==> src/rtl/cdiv_pkg.sv <==
package cdiv_pkg;

    // Number of whole digits needed to hold a value of the given width.
    function automatic int unsigned digit_count(input int unsigned width, input int unsigned dw);
        return (width + dw - 1) / dw;
    endfunction

    // Bits needed to hold any remainder of division by an odd constant above 1.
    function automatic int unsigned rem_bits(input int unsigned divisor);
        return $clog2(divisor);
    endfunction

endpackage

==> src/rtl/cdiv_table.sv <==
module cdiv_table #(
    parameter int unsigned DIVISOR = 3,
    parameter int unsigned DIGIT_W = 4,
    parameter int unsigned REM_W   = 2
) (
    input  logic [REM_W+DIGIT_W-1:0] idx,
    output logic [DIGIT_W-1:0]       q_dig,
    output logic [REM_W-1:0]         r_dig
);
    localparam int unsigned IDX_W   = REM_W + DIGIT_W;
    localparam int unsigned ENTRIES = 1 << IDX_W;

    logic [DIGIT_W-1:0] q_tab [ENTRIES];
    logic [REM_W-1:0]   r_tab [ENTRIES];

    // Entries whose remainder part is not below DIVISOR are never indexed.
    // Their truncated values are harmless.
    for (genvar g = 0; g < ENTRIES; g++) begin : g_entry
        localparam int unsigned QV = g / DIVISOR;
        localparam int unsigned RV = g % DIVISOR;
        assign q_tab[g] = DIGIT_W'(QV);
        assign r_tab[g] = REM_W'(RV);
    end

    assign q_dig = q_tab[idx];
    assign r_dig = r_tab[idx];
endmodule

==> src/rtl/cdiv_count.sv <==
module cdiv_count #(
    parameter int unsigned NUM_DIG = 5
) (
    input  logic clk,
    input  logic rst_n,
    input  logic load,
    input  logic step,
    output logic last
);
    localparam int unsigned CNT_W = $clog2(NUM_DIG + 1);

    logic [CNT_W-1:0] cnt_d, cnt_q;

    always_comb begin
        cnt_d = cnt_q;
        if (load)
            cnt_d = CNT_W'(NUM_DIG);
        else if (step && cnt_q != '0)
            cnt_d = cnt_q - 1'b1;
    end

    always_ff @(posedge clk or negedge rst_n) begin
        if (!rst_n) cnt_q <= '0;
        else        cnt_q <= cnt_d;
    end

    assign last = (cnt_q == CNT_W'(1));
endmodule

==> src/rtl/cdiv_top.sv <==
module cdiv_top #(
    parameter int unsigned N_BITS  = 18,
    parameter int unsigned DIVISOR = 3,
    parameter int unsigned DIGIT_W = 4,
    localparam int unsigned REM_W  = cdiv_pkg::rem_bits(DIVISOR)
) (
    input  logic              clk,
    input  logic              rst_n,
    input  logic              start,
    input  logic [N_BITS-1:0] dividend,
    output logic              busy,
    output logic              done,
    output logic [N_BITS-1:0] quotient,
    output logic [REM_W-1:0]  remainder
);
    localparam int unsigned NUM_DIG = cdiv_pkg::digit_count(N_BITS, DIGIT_W);
    localparam int unsigned PAD_W   = NUM_DIG * DIGIT_W;

    typedef struct packed {
        logic              busy;
        logic              done;
        logic [PAD_W-1:0]  shf;
        logic [N_BITS-1:0] quo;
        logic [REM_W-1:0]  rem;
    } state_t;

    state_t st_d, st_q;

    logic               accept;
    logic               last;
    logic [DIGIT_W-1:0] q_dig;
    logic [REM_W-1:0]   r_dig;

    assign accept = start && !st_q.busy;

    cdiv_table #(
        .DIVISOR (DIVISOR),
        .DIGIT_W (DIGIT_W),
        .REM_W   (REM_W)
    ) u_table (
        .idx   ({st_q.rem, st_q.shf[PAD_W-1 -: DIGIT_W]}),
        .q_dig (q_dig),
        .r_dig (r_dig)
    );

    cdiv_count #(
        .NUM_DIG (NUM_DIG)
    ) u_count (
        .clk   (clk),
        .rst_n (rst_n),
        .load  (accept),
        .step  (st_q.busy),
        .last  (last)
    );

    always_comb begin
        st_d      = st_q;
        st_d.done = 1'b0;
        if (accept) begin
            st_d.busy = 1'b1;
            st_d.shf  = PAD_W'(dividend);
            st_d.quo  = '0;
            st_d.rem  = '0;
        end else if (st_q.busy) begin
            st_d.shf = st_q.shf << DIGIT_W;
            st_d.quo = N_BITS'({st_q.quo, q_dig});
            st_d.rem = r_dig;
            if (last) begin
                st_d.busy = 1'b0;
                st_d.done = 1'b1;
            end
        end
    end

    always_ff @(posedge clk or negedge rst_n) begin
        if (!rst_n) st_q <= '0;
        else        st_q <= st_d;
    end

    assign busy      = st_q.busy;
    assign done      = st_q.done;
    assign quotient  = st_q.quo;
    assign remainder = st_q.rem;
endmodule

==> config.mk <==
export PLATFORM = sky130hd
export DESIGN_NAME = cdiv_top
export DESIGN_NICKNAME = d
export VERILOG_FILES = /design/src/rtl/cdiv_pkg.sv /design/src/rtl/cdiv_table.sv /design/src/rtl/cdiv_count.sv /design/src/rtl/cdiv_top.sv
export SDC_FILE = /design/constraint.sdc
export NUM_CORES = 1
export LEC_CHECK = 0
export BUFFER_PORTS_ARGS = -buffer_cell sky130_fd_sc_hd__buf_2
export CORE_MARGIN = 4
export CORE_UTILIZATION = 38
export CTS_BUF_LIST = sky130_fd_sc_hd__clkbuf_4 sky130_fd_sc_hd__clkbuf_8 sky130_fd_sc_hd__clkbuf_16
export CTS_CLUSTER_DIAMETER = 60
export DETAILED_ROUTE_END_ITERATION = 10
export GPL_TIMING_DRIVEN = 1
export PLACE_DENSITY = 0.63
export SYNTH_ARGS = -nofsm -noshare
export SYNTH_HDL_FRONTEND = slang
export SYNTH_SLANG_ARGS = --single-unit
==> constraint.sdc <==
create_clock -name clk -period 2.3 [get_ports clk]
set_clock_uncertainty 0.05 [all_clocks]
set_input_delay 0 -clock clk [delete_from_list [all_inputs] [get_ports clk]]
set_output_delay 0 -clock clk [all_outputs]
set_load 0.005 [all_outputs]
==> impl_metrics.env, run 1 <==
export IMPL_required_ns=2.46
export IMPL_cts_setup_buffers=0
export IMPL_min_period_ns=1.819
export IMPL_rsz0062_at_grt="no"
export IMPL_grt_busiest_layer="met2"
export IMPL_synth_seq_cells=45
export IMPL_firstDrtPassIters=4
export IMPL_holdWs_ns=0.05636
export IMPL_cts_sinks=45
export IMPL_crit_path_cell_trace="inv_1 > ha_1 > or4b_1 > o21ai_0 > o31ai_1 > a31oi_1"
export IMPL_post_route_util_pct=45.53
export IMPL_switching_share_pct=40.24
export IMPL_drv_slew=0
export IMPL_synth_seq_area_share_pct=43.67
export IMPL_cts_buffers=5
export IMPL_clk_pin_slew_ns=0.08
export IMPL_fin_nets=335
export IMPL_drive_gt1_share_pct=18.18
export IMPL_worstPathArrival_ns=1.98
export IMPL_synth_nets=303
export IMPL_critPathMaxStageDelay_ns=0.47
export IMPL_critPathSlowestCell="dfrtp_1"
export IMPL_power_leakage_uw=0.001381
export IMPL_synth_xor_area_share_pct=0.6793
export IMPL_hp_class="input pin to flop"
export IMPL_critPathKind="flop to flop"
export IMPL_switching_power_uw=1410
export IMPL_htree_levels=2
export IMPL_preCtsSetupSlack_ns=0.4890
export IMPL_use_met1_pct=17.35
export IMPL_gp_congestion=0.7983
export IMPL_synth_compound_area_share_pct=16.06
export IMPL_viasPerCell=5.119
export IMPL_synthSimpleGateAreaFrac_pct=16.84
export IMPL_wirelength_um=5108
export IMPL_die_w_um=90.38
export IMPL_status="finished, final reports clean"
export IMPL_num_io_pins=43
export IMPL_endpoint_kind="flop"
export IMPL_internal_power_uw=2094
export IMPL_multi_input_area_um2=1174
export IMPL_grt_use_total_pct=12.98
export IMPL_tightestPinTransition_ns=0.6515
export IMPL_fmaxAchievable_mhz=549.9
export IMPL_synth_top_family_by_area="simple AND/OR/NAND/NOR gates"
export IMPL_drc=0
export IMPL_placementRows=29
export IMPL_p_seq_share_pct=43.8
export IMPL_grtUsageMet3_pct=3.417
export IMPL_synth_distinct_cells=38
export IMPL_first_iter_violations=124
export IMPL_cts_tree="built"
export IMPL_grt_pass1_vias=1976
export IMPL_start_util_pct=39.93
export IMPL_relSlewSlack_pct=56.57
export IMPL_die_area_um2=8168
export IMPL_crit_path_start_kind="flop"
export IMPL_antenna_found_initial=0
export IMPL_synth_area_um2=2579
export IMPL_hold_buffers=19
export IMPL_cp_max_fo=7
export IMPL_p_per_area_nw_per_um2=1192
export IMPL_die_h_um=90.38
export IMPL_dpl_hpwl_um=3307
export IMPL_grt_pass1_wl_um=9114
export IMPL_synth_fa_ha_area_share_pct=3.396
export IMPL_p_comb_share_pct=42.7
export IMPL_clockPowerShare_pct=13.5
export IMPL_wire_per_inst_um=13.27
export IMPL_syn_inst=275
export IMPL_muxShareOfSynthArea_pct=8.540
export IMPL_drv_cap=0
export IMPL_regArea_um2=1127
export IMPL_vdd_drop_max_v=0.0003691
export IMPL_cts_resized=0
export IMPL_final_hold_violation_count=0
export IMPL_setup_tns_ns=0
export IMPL_setup_violations_final=0
export IMPL_fillCellCount=630
export IMPL_grt_ovfl_total=0
export IMPL_yosysWarnings=0
export IMPL_syn_avg_cell_area_um2=9.377
export IMPL_setup_slack_ns=0.4814
export IMPL_use_met2_pct=21.41
export IMPL_clk_latency_ns=0.29
export IMPL_portBuffers=42
export IMPL_timing_final_crit_share_pct=79.07
export IMPL_vias=1971
export IMPL_design_core_area_um2=6459
export IMPL_cts_buffer_depth=2
export IMPL_grt_max_degree=46
export IMPL_total_power_uw=3504
export IMPL_cts_root_buf="clkbuf_8"
export IMPL_antennaDiodeCount=0
export IMPL_syn2layout_area_growth_pct=14.02
export IMPL_ant_nets=0
==> cells in the final DEF (no fill, tap or decap), drive strengths merged, types with 3 or more instances in the layout <==
cell | netlist | final
nand2b | 20 | 20
mux2i | 22 | 22
inv | 7 | 7
a22o | 4 | 4
o22ai | 4 | 4
clkbuf | 10 | 6
buf | 30 | 46
o31ai | 3 | 3
o211ai | 3 | 3
dfrtp | 45 | 45
a21oi | 5 | 5
nand2 | 37 | 37
dlygate4sd3 | 0 | 19
o21ai | 34 | 34
a31oi | 5 | 5
nor2 | 11 | 11
ha | 7 | 7
==> sequential cells by signal (all words and copies together), names as in the netlist <==
register and flops:
done 1, u_count.cnt_q 3, busy 1, quotient 18, st_q 20, remainder 2
==> per-stage QoR <==
| stage | cells | instance area, um2 |
|---|---|---|
| floorplan | 275 | 2579 |
| global placement | 358 | 2664 |
| detailed placement | 358 | 2664 |
| CTS | 385 | 2940 |
| global route | 385 | 2940 |
| finish | 385 | 2940 |
==> area by class of cell <==
cell class | instances | share of cell area (%)
flip-flops and latches | 45 | 38.34
repair buffers | 65 | 14.64
clock inverters | 2 | 0.3404
multi-input cells | 183 | 39.92
well taps | 77 | 3.277
clock buffers | 6 | 2.596
inverters | 7 | 0.8936
==> worst paths after layout <==
path	slack (ns)	depth (start not counted)	start	endpoint
worst max-delay path	0.48	6	st_q[37]	remainder[1]
worst min-delay path	0.06	2	start	quotient[7]
worst max register to register	0.48	6	st_q[37]	remainder[1]
worst min register to register	0.44	2	st_q[31]	st_q[35]
max in group asynchronous	1.49	3	rst_n	busy
min in group asynchronous	0.29	3	rst_n	quotient[0]
==> power groups by stage <==
stage / clock network (uW) / logic (uW) / registers [uW]
after floorplan: 0 / 1520 / 1290
after global placement: 0 / 1470 / 1530
after detailed placement: 0 / 1480 / 1550
after CTS: 492 / 1510 / 1540
after global routing: 526 / 1730 / 1610
final: 473 / 1500 / 1530
==> cells by family after synthesis <==
logic type,count (synthesis)
simple gates,85
mux,22
buf+inv,47
flops,45
fa+ha+maj,7
compound gates,67
xor+xnor,2
==> critical path: cells and delay by family, from the launching register on <==
kind | cells | cell delay, ns
flip-flops | 1 | 0.47
buffers and inverters | 1 | 0.11
AO/OA/AOI/OAI | 3 | 0.30
adder cells (fa/ha/maj) | 1 | 0.34
AND/OR/NAND/NOR | 1 | 0.47
==> layer usage <==
layer / up-vias / part of all wire (%)
met2: 50 / 43
li1: 998 / -
met4: 0 / 0.33
met5: - / 0
met1: 921 / 51
met3: 2 / 5.7
==> cell usage after synthesis (all sizes together) <==
| cell type | n | area, um2 |
|---|---|---|
| nand4 | 2 | 12.51 |
| a22o | 4 | 35.03 |
| nor3 | 1 | 5.000 |
| a31oi | 5 | 31.28 |
| buf | 30 | 215.2 |
| or4b | 2 | 20.02 |
| ha | 7 | 87.58 |
| nor2b | 1 | 6.260 |
| o21ai | 34 | 170.2 |
| a221o | 1 | 10.01 |
| a21o | 2 | 15.01 |
| nor2 | 11 | 41.29 |
| nand4b | 1 | 8.760 |
| o31ai | 3 | 22.52 |
| nand2b | 20 | 125.1 |
| nand4bb | 1 | 11.26 |
| clkbuf | 10 | 37.54 |
| or2b | 2 | 15.01 |
| a21oi | 5 | 25.02 |
| or2 | 1 | 6.260 |
| mux2i | 22 | 220.2 |
| or4bb | 1 | 11.26 |
| nand3 | 1 | 5.000 |
| nand2 | 37 | 138.9 |
| and2 | 2 | 12.51 |
| nand3b | 2 | 15.01 |
| a211oi | 1 | 12.51 |
| o2111ai | 1 | 8.760 |
| o211ai | 3 | 22.52 |
| xnor2 | 2 | 17.52 |
| inv | 7 | 26.28 |
| o211a | 2 | 20.02 |
| o22ai | 4 | 25.02 |
| dfrtp | 45 | 1126 |
| o221ai | 1 | 8.760 |
| o21a | 1 | 7.510 |
No activity file was read; power rests on OpenSTA's default activity.
==> run 2, diff against run 1 <==
Clock period 2.3 ns to 1.89 ns, I/O delays scaled along.
==> impl_metrics.env, run 2 (same netlist as run 1, synthesis figures left out) <==
export IMPL_status="finished, final reports clean"
export IMPL_finish_cell_count_without_fillers=392
export IMPL_hp_class="input pin to flop"
export IMPL_p_per_area_nw_per_um2=1466
export IMPL_timing_final_crit_share_pct=92.44
export IMPL_crit_path_start_kind="flop"
export IMPL_placementRows=29
export IMPL_syn2layout_area_growth_pct=18.10
export IMPL_die_w_um=90.38
export IMPL_layout_commonest_cell="dfrtp_1"
export IMPL_setup_violations_final=0
export IMPL_p_comb_share_pct=45.7
export IMPL_grt_use_total_pct=13.57
export IMPL_design_core_area_um2=6459
export IMPL_grt_max_degree=40
export IMPL_wirelength_um=5217
export IMPL_largest_reg_flops=20
export IMPL_fmaxAchievable_mhz=572.4
export IMPL_vdd_drop_max_v=0.0005090
export IMPL_switching_power_uw=1745
export IMPL_drv_cap=0
export IMPL_viasPerCell=5.094
export IMPL_die_area_um2=8168
export IMPL_dp_cells=363
export IMPL_die_h_um=90.38
export IMPL_wire_per_inst_um=13.31
export IMPL_dpl_hpwl_um=3582
export IMPL_p_seq_share_pct=39.9
export IMPL_mostFrequentLayoutCells="dfrtp_1 (44), buf_2 (42), nand2_1 (37), o21ai_0 (34), mux2i_1 (22)"
export IMPL_critPathKind="flop to flop"
export IMPL_htree_levels=2
export IMPL_antennaDiodeCount=0
export IMPL_cts_buffer_depth=2
export IMPL_worstPathArrival_ns=1.85
export IMPL_holdWs_ns=0.08464
export IMPL_cts_tree="built"
export IMPL_vias=1997
export IMPL_endpoint_kind="flop"
export IMPL_drc=0
export IMPL_grt_pass1_wl_um=9349
export IMPL_cts_root_buf="clkbuf_8"
export IMPL_grt_ovfl_total=0
export IMPL_drv_slew=0
export IMPL_top_register="st_q"
export IMPL_clockPowerShare_pct=14.4
export IMPL_start_util_pct=39.93
export IMPL_tightestPinTransition_ns=0.6739
export IMPL_clk_latency_ns=0.29
export IMPL_drive_gt1_share_pct=20.00
export IMPL_cp_max_fo=6
export IMPL_num_io_pins=43
export IMPL_internal_power_uw=2719
export IMPL_portBuffers=42
export IMPL_firstDrtPassIters=4
export IMPL_clk_pin_slew_ns=0.08
export IMPL_cts_buffers=5
export IMPL_first_iter_violations=90
export IMPL_grt_pass1_vias=2028
export IMPL_min_period_ns=1.747
export IMPL_power_leakage_uw=0.001437
export IMPL_fin_nets=342
export IMPL_switching_share_pct=39.08
export IMPL_ant_nets=0
export IMPL_antenna_found_initial=0
export IMPL_setup_tns_ns=0
export IMPL_final_hold_violation_count=0
export IMPL_total_power_uw=4464
export IMPL_cts_sinks=45
export IMPL_relSlewSlack_pct=55.07
export IMPL_gp_congestion=0.8433
export IMPL_required_ns=2.00
## run 2: changes by cell type in the layout (fill, tap and decap cells not counted), sizes merged
cell | previous run | this run
buf | 46 | 53
clkinv | 2 | 1
clkbuf | 6 | 7
## run 2: stage by stage
stage | instance area, um2 | utilization [%] | setup WS, ns
after floorplan | 2579 | - | 0.2206
after global placement | 2739 | 42.41 | 0.1612
after CTS | 3020 | 46.76 | 0.08412
final | 3045 | 47.15 | 0.1429
after detailed placement | 2739 | 42.41 | 0.1068
after global routing | 3045 | 47.15 | -0.003354
## run 2: worst max-delay path, stage by stage, from the launching register on
cell and delay [ns]:
dfrtp_1 0.37, inv_1 0.07, ha_1 0.25, or4b_1 0.53, o21ai_0 0.09, a221o_1 0.17, a31oi_1 0.09
## run 2: worst paths after layout
check / from / endpoint / slack [ns] / cells past startpoint
min in group asynchronous: rst_n / quotient[16] / 0.24 / 2
max: st_q[36] / remainder[1] / 0.14 / 6
min: start / quotient[12] / 0.08 / 2
max in group asynchronous: rst_n / st_q[22] / 1.01 / 3
max reg2reg: st_q[36] / remainder[1] / 0.14 / 6
min reg2reg: quotient[17] / quotient[17] / 0.44 / 1
## run 2: area by class of cell
| type | count | area [um2] |
|---|---|---|
| Fill cell | 628 | 3413 |
| Multi-Input combinational cell | 183 | 1174 |
| Sequential cell | 45 | 1127 |
| Timing Repair Buffer | 72 | 520.5 |
| Clock buffer | 7 | 96.34 |
| Tap cell | 77 | 96.34 |
| Inverter | 7 | 26.28 |
| Clock inverter | 1 | 5.005 |
## run 2: power by group through the flow
stage / logic [uW] / registers (uW) / clock network, uW
2_1_floorplan: 1850 / 1570 / 0
3_3_place_gp: 1960 / 1800 / 0
3_5_place_dp: 2000 / 1810 / 0
4_1_cts: 2030 / 1790 / 681
5_1_grt: 2340 / 1870 / 721
6_report: 2040 / 1780 / 645
## run 2: repair_timing
| item | in CTS | in global routing |
|---|---|---|
| setup endpoints to repair | 0 | 1 |
| resized for setup | 0 | 0 |
| hold buffers | 18 | 1 |
| endpoints found under the hold margin | 43 | 1 |
| buffers inserted | 0 | 2 |
## run 2: per-layer routing
layer / up-vias / track usage [%] / part of all wire, % / wire length [um]
met5: - / 0 / 0 / 0
met4: 0 / 2.296 / 0.44 / 23
met3: 2 / 4.250 / 4.7 / 244
met2: 46 / 21.53 / 45 / 2349
met1: 951 / 18.47 / 50 / 2599
li1: 998 / - / - / -
